**src/rtl/sbus_pkg.sv**
```systemverilog
package sbus_pkg;
    localparam int NGPR  = 8;
    localparam int OP_W  = 3;

    // control vector bit positions, derived from the general register count
    localparam int C_GDRV    = 0;
    localparam int C_GLD     = NGPR;
    localparam int C_PC_DRV  = 2 * NGPR;
    localparam int C_PC_LD   = C_PC_DRV + 1;
    localparam int C_IR_DRV  = C_PC_DRV + 2;
    localparam int C_IR_LD   = C_PC_DRV + 3;
    localparam int C_Y_LD    = C_PC_DRV + 4;
    localparam int C_Z_DRV   = C_PC_DRV + 5;
    localparam int C_Z_LD    = C_PC_DRV + 6;
    localparam int C_MAR_LD  = C_PC_DRV + 7;
    localparam int C_MDR_DRV = C_PC_DRV + 8;
    localparam int C_MDR_LDB = C_PC_DRV + 9;
    localparam int C_MDR_LDM = C_PC_DRV + 10;
    localparam int C_RD      = C_PC_DRV + 11;
    localparam int C_WR      = C_PC_DRV + 12;
    localparam int C_SEL4    = C_PC_DRV + 13;
    localparam int C_OP      = C_PC_DRV + 14;
    localparam int CTL_W     = C_OP + OP_W;

    // number of bus drivers: general registers plus PC, IR, Z, MDR
    localparam int NDRV      = NGPR + 4;

    typedef enum logic [OP_W-1:0] {
        ALU_ADD   = 3'd0,
        ALU_SUB   = 3'd1,
        ALU_AND   = 3'd2,
        ALU_OR    = 3'd3,
        ALU_PASSB = 3'd4
    } alu_op_e;

    typedef enum logic [1:0] {
        MS_IDLE  = 2'd0,
        MS_READ  = 2'd1,
        MS_WRITE = 2'd2
    } mem_state_e;
endpackage

```
**src/rtl/sbus_gpr_bank.sv**
```systemverilog
module sbus_gpr_bank
    import sbus_pkg::*;
#(
    parameter int DATA_W = 32,
    parameter int NREG   = NGPR
) (
    input  logic              clk,
    input  logic              rst_n,
    input  logic [NREG-1:0]   ld,
    input  logic [NREG-1:0]   drv,
    input  logic [DATA_W-1:0] bus_in,
    output logic [DATA_W-1:0] drv_val
);
    logic [DATA_W-1:0] q [NREG];

    generate
        for (genvar g = 0; g < NREG; g++) begin : g_reg
            always_ff @(posedge clk or negedge rst_n) begin
                if (!rst_n)
                    q[g] <= '0;
                else if (ld[g])
                    q[g] <= bus_in;
            end

            assert_gpr_capture_R2: assert property (@(posedge clk) disable iff (!rst_n)
                ld[g] |=> q[g] == $past(bus_in));
        end
    endgenerate

    always_comb begin
        drv_val = '0;
        for (int i = 0; i < NREG; i++)
            if (drv[i])
                drv_val = drv_val | q[i];
    end
endmodule

```
**src/rtl/sbus_alu.sv**
```systemverilog
module sbus_alu
    import sbus_pkg::*;
#(
    parameter int DATA_W = 32
) (
    input  alu_op_e           op,
    input  logic [DATA_W-1:0] a,
    input  logic [DATA_W-1:0] b,
    output logic [DATA_W-1:0] y
);
    always_comb begin
        unique case (op)
            ALU_ADD: y = a + b;
            ALU_SUB: y = a - b;
            ALU_AND: y = a & b;
            ALU_OR:  y = a | b;
            default: y = b;
        endcase
    end
endmodule

```
**src/rtl/sbus_memctl.sv**
```systemverilog
module sbus_memctl
    import sbus_pkg::*;
(
    input  logic clk,
    input  logic rst_n,
    input  logic rd_req,
    input  logic wr_req,
    input  logic mem_done,
    output logic mem_rd,
    output logic mem_wr,
    output logic mem_wait
);
    mem_state_e state, state_nx;

    always_comb begin
        state_nx = state;
        unique case (state)
            MS_IDLE: begin
                if (rd_req)
                    state_nx = MS_READ;
                else if (wr_req)
                    state_nx = MS_WRITE;
            end
            MS_READ:  if (mem_done) state_nx = MS_IDLE;
            MS_WRITE: if (mem_done) state_nx = MS_IDLE;
            default:  state_nx = MS_IDLE;
        endcase
    end

    always_ff @(posedge clk or negedge rst_n) begin
        if (!rst_n)
            state <= MS_IDLE;
        else
            state <= state_nx;
    end

    always_comb begin
        mem_rd   = 1'b0;
        mem_wr   = 1'b0;
        mem_wait = 1'b0;
        unique case (state)
            MS_READ: begin
                mem_rd   = 1'b1;
                mem_wait = !mem_done;
            end
            MS_WRITE: begin
                mem_wr   = 1'b1;
                mem_wait = !mem_done;
            end
            default: ;
        endcase
    end

    assert_rd_held_R8: assert property (@(posedge clk) disable iff (!rst_n)
        (mem_rd && !mem_done) |=> mem_rd);

    assert_wr_held_R9: assert property (@(posedge clk) disable iff (!rst_n)
        (mem_wr && !mem_done) |=> mem_wr);

    assert_one_access_R10: assert property (@(posedge clk) disable iff (!rst_n)
        !(mem_rd && mem_wr));

    assert_busy_ignores_R10: assert property (@(posedge clk) disable iff (!rst_n)
        (mem_wr && !mem_done && rd_req) |=> !mem_rd);

    assert_wait_in_access_R8: assert property (@(posedge clk) disable iff (!rst_n)
        mem_wait |-> (mem_rd || mem_wr));
endmodule

```
**src/rtl/sbus_datapath.sv**
```systemverilog
module sbus_datapath
    import sbus_pkg::*;
#(
    parameter int DATA_W = 32
) (
    input  logic              clk,
    input  logic              rst_n,
    input  logic [CTL_W-1:0]  ctl,
    input  logic [DATA_W-1:0] mem_rdata,
    input  logic              mem_done,
    output logic [DATA_W-1:0] mem_addr,
    output logic [DATA_W-1:0] mem_wdata,
    output logic              mem_rd,
    output logic              mem_wr,
    output logic              mem_wait,
    output logic              flag_n,
    output logic              flag_z,
    output logic [DATA_W-1:0] ir_q,
    output logic [DATA_W-1:0] bus_q
);
    localparam logic [DATA_W-1:0] WORD_STEP = DATA_W'(4);

    logic [DATA_W-1:0] bus, gpr_val, alu_a, alu_y;
    logic [DATA_W-1:0] pc_r, ir_r, y_r, z_r, mar_r, mdr_r;
    logic              n_r, zf_r;
    logic [NDRV-1:0]   drv_all;

    // control field split
    logic [NGPR-1:0] gpr_drv, gpr_ld;
    assign gpr_drv = ctl[C_GDRV +: NGPR];
    assign gpr_ld  = ctl[C_GLD +: NGPR];
    assign drv_all = {ctl[C_MDR_DRV], ctl[C_Z_DRV], ctl[C_IR_DRV], ctl[C_PC_DRV], gpr_drv};

    sbus_gpr_bank #(.DATA_W(DATA_W), .NREG(NGPR)) u_gpr (
        .clk    (clk),
        .rst_n  (rst_n),
        .ld     (gpr_ld),
        .drv    (gpr_drv),
        .bus_in (bus),
        .drv_val(gpr_val)
    );

    // shared bus: one-hot gated sources merged
    always_comb begin
        bus = gpr_val;
        if (ctl[C_PC_DRV])  bus = bus | pc_r;
        if (ctl[C_IR_DRV])  bus = bus | ir_r;
        if (ctl[C_Z_DRV])   bus = bus | z_r;
        if (ctl[C_MDR_DRV]) bus = bus | mdr_r;
    end

    assign alu_a = ctl[C_SEL4] ? WORD_STEP : y_r;

    sbus_alu #(.DATA_W(DATA_W)) u_alu (
        .op(alu_op_e'(ctl[C_OP +: OP_W])),
        .a (alu_a),
        .b (bus),
        .y (alu_y)
    );

    sbus_memctl u_mem (
        .clk     (clk),
        .rst_n   (rst_n),
        .rd_req  (ctl[C_RD]),
        .wr_req  (ctl[C_WR]),
        .mem_done(mem_done),
        .mem_rd  (mem_rd),
        .mem_wr  (mem_wr),
        .mem_wait(mem_wait)
    );

    always_ff @(posedge clk or negedge rst_n) begin
        if (!rst_n) begin
            pc_r  <= '0;
            ir_r  <= '0;
            y_r   <= '0;
            mar_r <= '0;
        end else begin
            if (ctl[C_PC_LD])  pc_r  <= bus;
            if (ctl[C_IR_LD])  ir_r  <= bus;
            if (ctl[C_Y_LD])   y_r   <= bus;
            if (ctl[C_MAR_LD]) mar_r <= bus;
        end
    end

    always_ff @(posedge clk or negedge rst_n) begin
        if (!rst_n) begin
            z_r  <= '0;
            n_r  <= 1'b0;
            zf_r <= 1'b0;
        end else if (ctl[C_Z_LD]) begin
            z_r  <= alu_y;
            n_r  <= alu_y[DATA_W-1];
            zf_r <= (alu_y == '0);
        end
    end

    // memory data register: memory side has priority over bus side
    always_ff @(posedge clk or negedge rst_n) begin
        if (!rst_n)
            mdr_r <= '0;
        else if (ctl[C_MDR_LDM] && mem_done)
            mdr_r <= mem_rdata;
        else if (ctl[C_MDR_LDB])
            mdr_r <= bus;
    end

    assign mem_addr  = mar_r;
    assign mem_wdata = mdr_r;
    assign flag_n    = n_r;
    assign flag_z    = zf_r;
    assign ir_q      = ir_r;
    assign bus_q     = bus;

    assert_single_driver_R3: assert property (@(posedge clk) disable iff (!rst_n)
        $countones(drv_all) <= 1);

    assert_flags_hold_R6: assert property (@(posedge clk) disable iff (!rst_n)
        !ctl[C_Z_LD] |=> $stable({flag_n, flag_z}));

    assert_mar_capture_R7: assert property (@(posedge clk) disable iff (!rst_n)
        ctl[C_MAR_LD] |=> mem_addr == $past(bus));

    assert_mar_hold_R7: assert property (@(posedge clk) disable iff (!rst_n)
        !ctl[C_MAR_LD] |=> $stable(mem_addr));

    assert_mdr_from_mem_R11: assert property (@(posedge clk) disable iff (!rst_n)
        (ctl[C_MDR_LDM] && mem_done) |=> mem_wdata == $past(mem_rdata));
endmodule

```
**config.mk**
```make
export PLATFORM = sky130hd
export DESIGN_NAME = sbus_datapath
export DESIGN_NICKNAME = d
export VERILOG_FILES = /design/src/rtl/sbus_pkg.sv /design/src/rtl/sbus_gpr_bank.sv /design/src/rtl/sbus_alu.sv /design/src/rtl/sbus_memctl.sv /design/src/rtl/sbus_datapath.sv
export SDC_FILE = /design/constraint.sdc
export NUM_CORES = 1
export LEC_CHECK = 0
export BUFFER_PORTS_ARGS = -buffer_cell sky130_fd_sc_hd__buf_2
export CAP_MARGIN = 25
export CELL_PAD_IN_SITES_DETAIL_PLACEMENT = 1
export CELL_PAD_IN_SITES_GLOBAL_PLACEMENT = 1
export CORE_ASPECT_RATIO = 1.4
export CORE_MARGIN = 3
export CORE_UTILIZATION = 49
export CTS_CLUSTER_SIZE = 20
export DETAILED_ROUTE_END_ITERATION = 7
export PLACE_DENSITY_LB_ADDON = 0.1
export SLEW_MARGIN = 5
export SYNTH_ARGS = -nofsm -noshare
export SYNTH_HDL_FRONTEND = slang
export SYNTH_HIERARCHICAL = 1
export SYNTH_SLANG_ARGS = --single-unit
```
**constraint.sdc**
```tcl
create_clock -name clk -period 6.8 [get_ports clk]
set_input_delay 1.36 -clock clk [delete_from_list [all_inputs] [get_ports clk]]
set_output_delay 1.36 -clock clk [all_outputs]
set_load 0.01 [all_outputs]
```
==> results summary, run 1 <==
The run finished with clean final reports. The largest voltage drop on the vdd net is 214 uV. The vertical die dimension is 268 microns. Setup violations remaining at the end of the flow were counted as 0.

The overall power after layout came out at 0.00610 W. The fmax came out at 155 MHz. The buffers inserted during post-CTS setup optimization came out at 0.

In this run the clock root is driven by a sky130_fd_sc_hd__clkbuf_16. The worst setup path is captured at a flip-flop. The number of nets in the finished design came out at 2558. The initial antenna violation count came out at 1. The total die area is 51800 sq um. The critical path's largest stage delay is 510 ps. The initial standard-cell utilization of the core came out at 49.8%.

The detailed router finished its first iteration with 987 violations. The first-pass GRT wire length came out at 123000 microns. The post-synthesis sequential element count is 451. The min-delay analysis places its worst path in the category reg -> reg.

The share of layout cells above drive strength 1 came out at 33.3%. The routed wire length is 81000 microns. The number of warnings reported in the yosys synthesis log is 6. The later pin in the worst-skew pair is clocked with a latency of 600 ps. For this run, the detailed router's first-pass iteration total came to 5. Data on the critical path is required at its endpoint by 7300 ps. The commonest cells after synthesis are sky130_fd_sc_hd__dfrtp_1 (451), sky130_fd_sc_hd__mux2_4 (240), sky130_fd_sc_hd__a21oi_1 (235).

In the routed layout, each cell is associated on average with a via count of 6.02. Entering global routing, the biggest net connects 146 pins. Counting every instance in the synthesized netlist gives 2137. The count of flip-flops with a built-in enable after synthesis came out at 0.

Counting every net in the synthesized netlist gives 2243. The tree built by TritonCTS fans out to 451 sinks. After detailed routing, the average wire length per cell comes to 26.0 microns.

The number of global-route vias before repair came out at 20400. The routed layout has 18800 vias. The synthesis-to-layout area growth is 16.5%.

The cell area that synthesis handed to floorplanning was 24000 sq um. The number of endpoints with negative hold slack in the final report came to 0. TritonCTS built the clock tree. The endpoint arrival time on the critical path came out at 6960 ps. The placed wire-length estimate after detailed placement is 56300 microns.

The number of buffers inserted for hold repair after clock tree synthesis came out at 0. The number of distinct library cells after synthesis is 72. The core region is 48300 sq um. The part of the cycle the worst path needs is 94.9%. The number of standard-cell rows in the floorplan is 95.

Among all flip-flop cells after synthesis, the most frequent one is sky130_fd_sc_hd__dfrtp_1. The largest fanout on the critical path is 14. In this run the power density over the cells is 218 nW/um^2. After synthesis, the cell types taking the most area are sky130_fd_sc_hd__dfrtp_1 (47%), sky130_fd_sc_hd__mux2_4 (15%), sky130_fd_sc_hd__a22oi_1 (5.3%). The sequential cell area fraction in the yosys report came out at 47.0%. From left edge to right edge, the die measures 193 microns. The cell that appears most often on the critical path is sky130_fd_sc_hd__a21oi_1. The post-cts resize count is 0. Between clock sinks in the finished design, the worst skew comes to 17.8 ps.

The clock tree synthesis step divided the H-tree into 2 levels. The post-synthesis async set-or-reset flop share came out at 100%. The reported max-cap violation count is 0. On the final layout, the worst hold slack is 510 ps.

The clock slew seen by the registers of the worst setup and hold paths came out at 60 ps. The number of antenna-violating nets in the routed design came out at 0. 201 I/O pins were placed. After filler insertion, the fill cell instance count of the layout stands at 5199. After detailed routing, the number of remaining DRC violations is 0. The final weighted congestion of routability-driven global placement is 0.941.

The setup path with the least slack is of type in -> reg. The total track usage is 31.0%. The leakage power is 11.2 nW. The clock period minus worst slack came out at 6460 ps. The slowest stage of the critical path is the sky130_fd_sc_hd__or4_4 cell.

The number of buffers added on ports is 200. The most repeated cell in the gate-level netlist after synthesis is sky130_fd_sc_hd__dfrtp_1. The share of the synthesized area in the top cell type came out at 47.0%. The TritonCTS buffer count is 46. The worst setup path is launched from an input pin. The number of buffers on the longest clock path came out at 3.

The largest total area in the synthesized netlist belongs to sky130_fd_sc_hd__dfrtp_1. The mean cell area of the mapped netlist is 11.2 sq um. Headroom to the max-slew limit came out at 40.6%. The remaining global-route overflow is 0.

The final count of pins violating max slew is 0. For the pin with the worst max-slew slack, the measured transition is 891 ps.
final cells by class:
| class | count | area, sq um | area share (%) |
|---|---|---|---|
| antenna | 1 | 2.50 | 0.00894 |
| timing repair buffer | 412 | 2710 | 9.68 |
| tap | 630 | 788 | 2.82 |
| clock inverter | 14 | 163 | 0.581 |
| clock buffer | 66 | 1340 | 4.78 |
| sequential | 451 | 11300 | 40.3 |
| inverter | 50 | 188 | 0.670 |
| multi-input combinational | 1491 | 11500 | 41.1 |
state kept, by name (all words and copies together) (netlist names):
name and count:
y_r 32, ir_q 32, mem_addr 32, u_gpr/q 256, flag_z 1, z_r 32, mem_wdata 32, pc_r 32
u_mem/state 2
placed cells by master (no fill, tap or decap), types with 19 or more instances in the layout:
master                        n
sky130_fd_sc_hd__o21ai_1     35
sky130_fd_sc_hd__mux2_2      48
sky130_fd_sc_hd__a21oi_1    233
sky130_fd_sc_hd__clkbuf_16   47
sky130_fd_sc_hd__and3_4      30
sky130_fd_sc_hd__nor2b_1     39
sky130_fd_sc_hd__nand2_1    132
sky130_fd_sc_hd__xor2_1      19
sky130_fd_sc_hd__o21ai_0     93
sky130_fd_sc_hd__xnor2_1     38
sky130_fd_sc_hd__a22oi_1    170
sky130_fd_sc_hd__nand4_1     41
sky130_fd_sc_hd__and4_1      32
sky130_fd_sc_hd__ha_1        37
sky130_fd_sc_hd__buf_4      203
sky130_fd_sc_hd__inv_1       49
sky130_fd_sc_hd__nor2_1     170
sky130_fd_sc_hd__buf_2      199
sky130_fd_sc_hd__dfrtp_1    451
sky130_fd_sc_hd__mux2_4     240
worst max-delay path: cells and delay by family:
kind	cells	cell delay (ps)
AOI/OAI and AO/OA	11	2030
xor gates and xnor gates	1	180
adders and majority gates	1	280
buffers and inverters	5	800
and+or+nand+nor	8	2280
layer usage:
layer	global-route usage, %	wire length (microns)	vias to the layer above
met3	3.08	2360	178
li1	-	-	8365
met1	37.1	31700	9793
met2	55.4	42200	421
met4	15.7	4750	0
met5	0	0	-
logic make-up after synthesis:
kind of cell | Yosys count | share of synthesized area (%)
compound gates | 611 | 15.5
simple gates | 497 | 10.9
flops | 451 | 47.0
mux | 288 | 17.2
buf+inv | 195 | 5.30
xor+xnor | 57 | 2.08
fa+ha+maj | 38 | 2.01
through the flow:
stage	instances	instance area, sq um	TNS [ps]	setup WS (ps)	utilization, %
after floorplan	2137	24000	0	422	-
after global placement	3028	26300	-166	-166	54.6
after detailed placement	3030	26400	-676	-455	54.6
after CTS	3110	27900	0	159	57.7
after global routing	3115	28000	-40.9	-40.9	58.0
final	3115	28000	0	345	58.0
where the power goes:
group / leakage (nW) / internal, W / switching [W]
combinational: 6.36 / 0.000293 / 0.000483
sequential: 4.07 / 0.00273 / 0.0000355
clock: 0.739 / 0.00142 / 0.00114
worst paths after layout:
check | start | to | slack (ps) | cells past startpoint
worst max-delay path | ctl[2] | flag_z | 340 | 26
worst max register to register | u_gpr/q[110] | flag_z | 1040 | 24
max in group asynchronous | rst_n | mem_addr[8] | 4580 | 2
min in group asynchronous | rst_n | u_gpr/q[153] | 820 | 1
worst min register to register | z_r[22] | z_r[22] | 510 | 1
worst min-delay path | z_r[22] | z_r[22] | 510 | 1
Power figures use the tool's default switching activity.
==> run 2, diff against run 1 <==
--- a/config.mk
+++ b/config.mk
@@ -5,13 +5,14 @@
 export SDC_FILE = /design/constraint.sdc
 export NUM_CORES = 1
 export LEC_CHECK = 0
+export ABC_AREA = 1
 export BUFFER_PORTS_ARGS = -buffer_cell sky130_fd_sc_hd__buf_2
 export CAP_MARGIN = 25
 export CELL_PAD_IN_SITES_DETAIL_PLACEMENT = 1
 export CELL_PAD_IN_SITES_GLOBAL_PLACEMENT = 1
 export CORE_ASPECT_RATIO = 1.4
 export CORE_MARGIN = 3
-export CORE_UTILIZATION = 49
+export CORE_UTILIZATION = 44
 export CTS_CLUSTER_SIZE = 20
 export DETAILED_ROUTE_END_ITERATION = 7
 export PLACE_DENSITY_LB_ADDON = 0.1
==> run 2 against run 1 <==
Net effect:
- clock skew hardly changed
- critical path depth is 4 higher
- cell area is 1.0% higher
==> results summary, run 2 <==
Outcome: finished, final reports clean (unchanged). The total I/O pin count is 201 (unchanged). The endpoint arrival time on the critical path is 6480 ps (was 6960 ps). The clock tree from TritonCTS was yes (unchanged). The part of the cycle the worst path needs came out at 87.7% (was 94.9%). The critical path's largest stage delay is 370 ps (was 510 ps). The largest clock skew in the final design is 17.3 ps (was 17.8 ps). The total DRC errors in the routed layout came out at 0 (unchanged).

The count of vias placed by the detailed router is 23400 (was 18800). The number of global-route vias before repair was 25300 (was 20400). The initial standard-cell utilization of the core came to 44.9% (was 49.8%).

The setup slack after layout was 836 ps (was 345 ps). The final weighted congestion of routability-driven global placement came out at 0.970 (was 0.941). The share of layout cells above drive strength 1 is 12.1% (was 33.3%). The largest fanout on the critical path is 22 (was 14). The share of the synthesized area in the top cell type is 45.0% (was 47.0%). The post-synthesis sequential element count came out at 451 (unchanged).

The power density of the placed cells is 253 nW/um^2 (was 218 nW/um^2). The count of flip-flops with a built-in enable after synthesis was 0 (unchanged). The number of DRC markers after the initial detailed-route iteration is 1340 (was 987).

The core footprint was 55900 sq um (was 48300 sq um). Most area-consuming cells after synthesis: sky130_fd_sc_hd__dfrtp_1 (45%), sky130_fd_sc_hd__nand2_1 (19%), sky130_fd_sc_hd__inv_1 (8.1%) (was sky130_fd_sc_hd__dfrtp_1 (47%), sky130_fd_sc_hd__mux2_4 (15%), sky130_fd_sc_hd__a22oi_1 (5.3%)). The type of the worst min-delay path is reg -> reg (unchanged).

The mean number of vias per cell came out at 5.32 (was 6.02). The clock latency on the worst-skew pair is 600 ps (about the same). The cell area after synthesis was 25100 sq um (was 24000 sq um). The post-synthesis async set-or-reset flop share came out at 100% (unchanged).

The nature of the critical path startpoint is an input pin (unchanged). The final count of pins violating max slew is 0 (unchanged). The overall power after layout came to 0.00715 W (was 0.00610 W). The TritonCTS buffer count is 48 (was 46). The largest voltage drop on the vdd net came out at 200 uV (was 214 uV). The post-synth net total came to 3596 (was 2243). The post-cts resize count is 0 (unchanged). The standard cell with the maximum stage delay on the critical path is sky130_fd_sc_hd__ha_1 (was sky130_fd_sc_hd__or4_4). The most repeated cell in the gate-level netlist after synthesis is sky130_fd_sc_hd__nand2_1 (was sky130_fd_sc_hd__dfrtp_1). The most frequent standard cell in the layout excluding fill and tap cells is sky130_fd_sc_hd__nand2_1 (was sky130_fd_sc_hd__dfrtp_1). The total track usage is 30.5% (was 31.0%). The number of buffers added on ports is 200 (unchanged). The cell at the root of the clock tree is sky130_fd_sc_hd__clkbuf_16 (unchanged).

The leakage power is 16.1 nW (was 11.2 nW). The area of placed instances came to 26600 sq um (was 26400 sq um). The reported max-cap violation count is 0 (unchanged). The fmax is 168 MHz (was 155 MHz). The register name with the most flops was u_gpr/q (unchanged). The required arrival time at the worst endpoint came out at 7320 ps (was 7300 ps). The number of buffers on the longest clock path came out at 3 (unchanged).

The number of distinct library cells after synthesis is 50 (was 72). The kind of critical path was in -> reg (unchanged). The number of buffers inserted for hold repair after clock tree synthesis came out at 0 (unchanged). The flip-flop count of the largest register after layout is 256 (unchanged).

The mean cell area of the mapped netlist came out at 7.18 sq um (was 11.2 sq um). The launch point of the critical path is ctl[1] (was ctl[2]). The number of antenna-violating nets in the routed design came out at 0 (unchanged). The routed wire length came out at 92400 microns (was 81000 microns). The sequential cell area fraction in the yosys report came out at 45.0% (was 47.0%). The maximum number of pins on one net before global-route repair came out at 162 (was 146). The design area is 28300 sq um (was 28000 sq um).

The top flip-flop cell by instance count after synthesis is sky130_fd_sc_hd__dfrtp_1 (unchanged). Setup repair after global routing left no endpoint under its margin. The number of nets in the finished design was 3734 (was 2558). Highest-count cells in the layout ignoring fill and taps: sky130_fd_sc_hd__nand2_1 (1250), sky130_fd_sc_hd__inv_1 (544), sky130_fd_sc_hd__dfrtp_1 (451) (was sky130_fd_sc_hd__dfrtp_1 (451), sky130_fd_sc_hd__mux2_4 (240), sky130_fd_sc_hd__a21oi_1 (233)). The number of endpoints with negative hold slack in the final report came out at 0 (unchanged). The number of instances in the synthesized netlist came to 3490 (was 2137). The number of levels in the clock H-tree is 2 (unchanged).

The detailed-routing iteration count for the pre-antenna-repair pass is 5 (unchanged). The utilization after layout is 50.6% (was 58.0%). The clock period minus worst slack came out at 5960 ps (was 6460 ps). The placed wire-length estimate after detailed placement is 66300 microns (was 56300 microns). The number of standard-cell rows in the floorplan is 102 (was 95).

The reg-to-reg startpoint is u_gpr/q[193] (was u_gpr/q[110]). The headroom to the max-slew limit was 26.3% (was 40.6%). The first-pass GRT wire length came out at 144000 microns (was 123000 microns). The worst min-delay path startpoint is z_r[30] (was z_r[22]). The TritonCTS sink count came out at 451 (unchanged). The kind of end point of the critical path is a flip-flop (unchanged). The vertical die dimension was 288 microns (was 268 microns). The width of the chip is 208 microns (was 193 microns). The pre-CTS setup slack came out at 286 ps (was -455 ps). The count of endpoints failing setup in the final report is 0 (unchanged). The setup TNS was 0 ps (unchanged). The cell with the most instances on the worst path is sky130_fd_sc_hd__nand2_1 (was sky130_fd_sc_hd__a21oi_1). The worst-margin pin slew came out at 1100 ps (was 891 ps).

The number of warnings reported in the yosys synthesis log is 6 (unchanged). The wire length per cell after detailed routing is 21.0 microns (was 26.0 microns). The total die area came out at 59900 sq um (was 51800 sq um). The initial antenna violation count came to 1 (unchanged). The cell accounting for the most synthesized area is sky130_fd_sc_hd__dfrtp_1 (unchanged). The synthesis-to-layout area growth was 12.8% (was 16.5%). Leading cell types by count after synthesis: sky130_fd_sc_hd__nand2_1 (1250), sky130_fd_sc_hd__inv_1 (544), sky130_fd_sc_hd__dfrtp_1 (451) (was sky130_fd_sc_hd__dfrtp_1 (451), sky130_fd_sc_hd__mux2_4 (240), sky130_fd_sc_hd__a21oi_1 (235)). The clock slew seen by the registers of the worst setup and hold paths is 60 ps (about the same). The remaining global-route overflow is 0 (unchanged). The buffers inserted during post-CTS setup optimization came out at 0 (unchanged).
run 2: cell types whose count changed after synthesis, moves of 39 or more:
cell | before | now
sky130_fd_sc_hd__nand2_1 | 132 | 1250
sky130_fd_sc_hd__inv_1 | 49 | 544
sky130_fd_sc_hd__o21ai_1 | 34 | 258
sky130_fd_sc_hd__nor2b_1 | 39 | 0
sky130_fd_sc_hd__nor2_1 | 170 | 215
sky130_fd_sc_hd__a21oi_1 | 235 | 81
sky130_fd_sc_hd__o21ai_0 | 94 | 174
sky130_fd_sc_hd__nand3_1 | 4 | 103
sky130_fd_sc_hd__buf_2 | 46 | 88
sky130_fd_sc_hd__a22oi_1 | 170 | 0
sky130_fd_sc_hd__mux2_4 | 240 | 0
run 2: cell families after synthesis:
| family | after synthesis | synth area share [%] |
|---|---|---|
| buffers and inverters | 732 | 12.2 |
| adders and majority gates | 38 | 1.93 |
| xor gates and xnor gates | 32 | 1.12 |
| DFF | 451 | 45.0 |
| muxes | 27 | 1.21 |
| and+or+nand+nor | 1658 | 27.1 |
| AOI/OAI and AO/OA | 552 | 11.4 |
run 2: path summary, 6_finish.rpt:
kind | end | cells after the start | slack [ps]
worst max-delay path | flag_z | 30 | 840
worst min-delay path | z_r[30] | 1 | 510
worst max register to register | flag_z | 29 | 1580
worst min register to register | z_r[30] | 1 | 510
max in group asynchronous | y_r[23] | 2 | 4550
min in group asynchronous | u_gpr/q[34] | 1 | 790
run 2: cell type report:
type / count / area [sq um]
Inverter: 550 / 2080
Clock inverter: 15 / 216
Tap cell: 728 / 911
Antenna cell: 1 / 2.50
Sequential cell: 451 / 11300
Fill cell: 7199 / 27600
Timing Repair Buffer: 270 / 1600
Clock buffer: 71 / 1460
Multi-Input combinational cell: 2307 / 10700
run 2: metrics by stage:
step	instances	hold WS (ps)
final	4393	506
after global routing	4392	530
after CTS	4391	508
after detailed placement	4305	496
after global placement	4304	483
after floorplan	3490	464
run 2: layer usage:
metal / GRT usage [%] / up-vias / share of wire [%]
met5: 0 / - / 0
met3: 2.94 / 189 / 2.9
met1: 37.0 / 11700 / 42
met4: 10.9 / 0 / 3.9
met2: 56.6 / 450 / 52
li1: - / 11000 / -
run 2: power breakdown:
group / switching (W) / leakage [nW] / internal, W
combinational: 0.000876 / 10.4 / 0.000406
sequential: 0.000162 / 4.89 / 0.00291
clock: 0.00116 / 0.822 / 0.00164
run 2: critical path: cells and delay by family:
| kind | cells | cell delay, ps |
|---|---|---|
| AND/OR/NAND/NOR | 20 | 2840 |
| AO/OA/AOI/OAI | 4 | 770 |
| buffers and inverters | 3 | 710 |
| adder cells (fa/ha/maj) | 2 | 620 |
| XOR/XNOR | 1 | 150 |
==> run 3, diff against run 2 <==
--- a/config.mk
+++ b/config.mk
@@ -6,7 +6,7 @@
 export NUM_CORES = 1
 export LEC_CHECK = 0
 export ABC_AREA = 1
-export BUFFER_PORTS_ARGS = -buffer_cell sky130_fd_sc_hd__buf_2
+export BUFFER_PORTS_ARGS = -buffer_cell sky130_fd_sc_hd__clkbuf_2
 export CAP_MARGIN = 25
 export CELL_PAD_IN_SITES_DETAIL_PLACEMENT = 1
 export CELL_PAD_IN_SITES_GLOBAL_PLACEMENT = 1
==> run 3 against run 2 <==
Net effect:
- clock skew is 1.5 ps lower
- total power is 1.8% lower
- sequential share of layout area hardly changed
- combinational power hardly changed
- utilization hardly changed
- register-to-register slack better by 200 ps
- largest cell class unchanged
- highest routed layer unchanged
==> results summary, run 3 (synthesis gave the netlist of run 2 again) <==
The register name with the most flops is u_gpr/q (unchanged). The synthesis-to-layout area growth came out at 12.8% (about the same). The mean number of vias per cell came out at 5.31 (was 5.32). The total I/O pin count is 201 (unchanged).

The kind of critical path is in -> reg (unchanged). The remaining global-route overflow came out at 0 (unchanged). The number of endpoints with negative hold slack in the final report came to 0 (unchanged). The end of the worst register-to-register path is flag_z (unchanged). The number of antenna-violating nets in the routed design is 0 (unchanged). Unrepaired setup endpoints after global routing: false (unchanged). The endpoint arrival time on the critical path came out at 6400 ps (was 6480 ps). The worst-margin pin slew was 1160 ps (was 1100 ps). The buffers inserted during post-CTS setup optimization is 0 (unchanged).

The kind of end point of the critical path was a flip-flop (unchanged). The reg-to-reg startpoint is u_gpr/q[202] (was u_gpr/q[193]). The number of global-route vias before repair is 25200 (was 25300). The final count of pins violating max slew is 0 (unchanged).

The number of filler instances in the final layout is 7221 (was 7199). The count of endpoints failing setup in the final report came out at 0 (unchanged). The setup TNS came out at 0 ps (unchanged). The post-cts resize count is 0 (unchanged).

The share of layout cells above drive strength 1 is 12.3% (was 12.1%). The detailed-routing iteration count for the pre-antenna-repair pass is 5 (unchanged). The slack of the worst reg-to-reg path came out at 1780 ps (was 1580 ps). The headroom to the max-slew limit came out at 22.9% (was 26.3%). The number of buffers inserted for hold repair after clock tree synthesis is 0 (unchanged).

The total inserted antenna cells is 0 (was 1). The launch point of the critical path was ctl[3] (was ctl[1]). The initial antenna violation count came out at 0 (was 1).

The nature of the critical path startpoint is an input pin (unchanged). The count of vias placed by the detailed router came out at 23400 (about the same). The type of the worst min-delay path is reg -> reg (unchanged). The number of buffers added on ports is 200 (unchanged).

The maximum number of pins on one net before global-route repair came out at 126 (was 162). The initial standard-cell utilization of the core is 44.9% (unchanged). The number of standard-cell rows in the floorplan came out at 102 (unchanged).

The area of placed instances came to 26700 sq um (was 26600 sq um). The vertical die dimension is 288 microns (unchanged). The largest voltage drop on the vdd net came out at 188 uV (was 200 uV). The final weighted congestion of routability-driven global placement is 0.985 (was 0.970).

The placed wire-length estimate after detailed placement is 67600 microns (was 66300 microns). Outcome: finished, final reports clean (unchanged). The worst min-delay path startpoint is z_r[30] (unchanged). The TritonCTS sink count is 451 (unchanged). The number of levels in the clock H-tree is 2 (unchanged). The critical path's largest stage delay is 370 ps (about the same). The destination of the critical timing path was flag_z (unchanged). The reported max-cap violation count is 0 (unchanged). The largest fanout on the critical path is 18 (was 22). The cell at the root of the clock tree is sky130_fd_sc_hd__clkbuf_16 (unchanged).

The clock period minus worst slack is 5880 ps (was 5960 ps). The standard cell with the maximum stage delay on the critical path was sky130_fd_sc_hd__nand4_2 (was sky130_fd_sc_hd__ha_1). The routed wire length came out at 92600 microns (was 92400 microns). The total track usage was 30.7% (was 30.5%). The core footprint came out at 55900 sq um (unchanged).

The clock slew seen by the registers of the worst setup and hold paths was 60 ps (about the same). The clock tree from TritonCTS is yes (unchanged). The total DRC errors in the routed layout is 0 (unchanged). The first-pass GRT wire length is 145000 microns (was 144000 microns).

The fmax is 170 MHz (was 168 MHz). Highest-count cells in the layout ignoring fill and taps: sky130_fd_sc_hd__nand2_1 (1250), sky130_fd_sc_hd__inv_1 (544), sky130_fd_sc_hd__dfrtp_1 (451) (unchanged). The most frequent standard cell in the layout excluding fill and tap cells is sky130_fd_sc_hd__nand2_1 (unchanged).

The number of DRC markers after the initial detailed-route iteration came to 1549 (was 1340). The leakage power came out at 16.3 nW (was 16.1 nW). The wire length per cell after detailed routing is 21.0 microns (about the same). The TritonCTS buffer count came out at 49 (was 48). The design area came to 28300 sq um (about the same).

The flip-flop count of the largest register after layout came to 256 (unchanged). The number of buffers on the longest clock path came out at 3 (unchanged). The number of cells traversed by the worst register-to-register path is 30 (was 29). The required arrival time at the worst endpoint came out at 7310 ps (was 7320 ps).

The part of the cycle the worst path needs is 86.5% (was 87.7%). The largest clock skew in the final design is 15.8 ps (was 17.3 ps). The cell with the most instances on the worst path was sky130_fd_sc_hd__nand2_1 (unchanged). The power density of the placed cells is 248 nW/um^2 (was 253 nW/um^2). The clock latency on the worst-skew pair is 600 ps (about the same).

The total die area is 59900 sq um (unchanged). The number of nets in the finished design is 3751 (was 3734). The width of the chip is 208 microns (unchanged).
run 3: cell types whose count changed in the layout (fill, tap and decap cells not counted), moves of 3 or more:
cell and delta:
sky130_fd_sc_hd__bufinv_16 -3, sky130_fd_sc_hd__clkbuf_2 +199, sky130_fd_sc_hd__buf_4 +16, sky130_fd_sc_hd__clkbuf_1 +6, sky130_fd_sc_hd__clkbuf_8 -3, sky130_fd_sc_hd__buf_2 -199, sky130_fd_sc_hd__clkinv_2 -5
run 3: area by class of cell:
type	count	area, sq um	area share (%)
flip-flops and latches	451	11300	39.9
clock inverters	7	92.6	0.327
repair buffers	286	1730	6.10
clock buffers	75	1470	5.18
multi-input cells	2307	10700	37.9
inverters	550	2080	7.35
well taps	728	911	3.22
run 3: critical path, delay by kind of cell:
kind,cells,cell delay (ps)
simple gates,20,3000
buf+inv,5,920
compound gates,3,560
fa+ha+maj,1,370
xor+xnor,1,180
run 3: worst min-delay path by stage:
stage               endpoint  slack (ps)  cells past startpoint
detailed placement   z_r[30]         490                      1
global route         z_r[14]         520                      1
finish               z_r[30]         510                      1
global placement     z_r[30]         480                      1
floorplan            z_r[30]         460                      1
CTS                  z_r[30]         500                      1
run 3: power by group:
part / internal (W) / switching, W
sequential: 0.00291 / 0.000166
combinational: 0.000418 / 0.000880
clock: 0.00151 / 0.00113
run 3: through the flow:
step	std cells	util [%]	hold WS (ps)	worst slack [ps]	power, W
finish	4404	50.6	507	917	0.00702
detailed placement	4320	47.7	490	364	0.00441
floorplan	3490	-	464	1910	0.00388
CTS	4402	50.5	505	971	0.00708
global placement	4320	47.7	479	489	0.00435
global route	4404	50.6	524	532	0.00738
run 3: metal layers:
metal	up-vias	GRT usage, %	wire (microns)
met3	190	2.90	3210
met5	-	0	0
li1	11000	-	-
met1	11700	38.4	39000
met2	522	55.0	46400
met4	0	12.3	3990
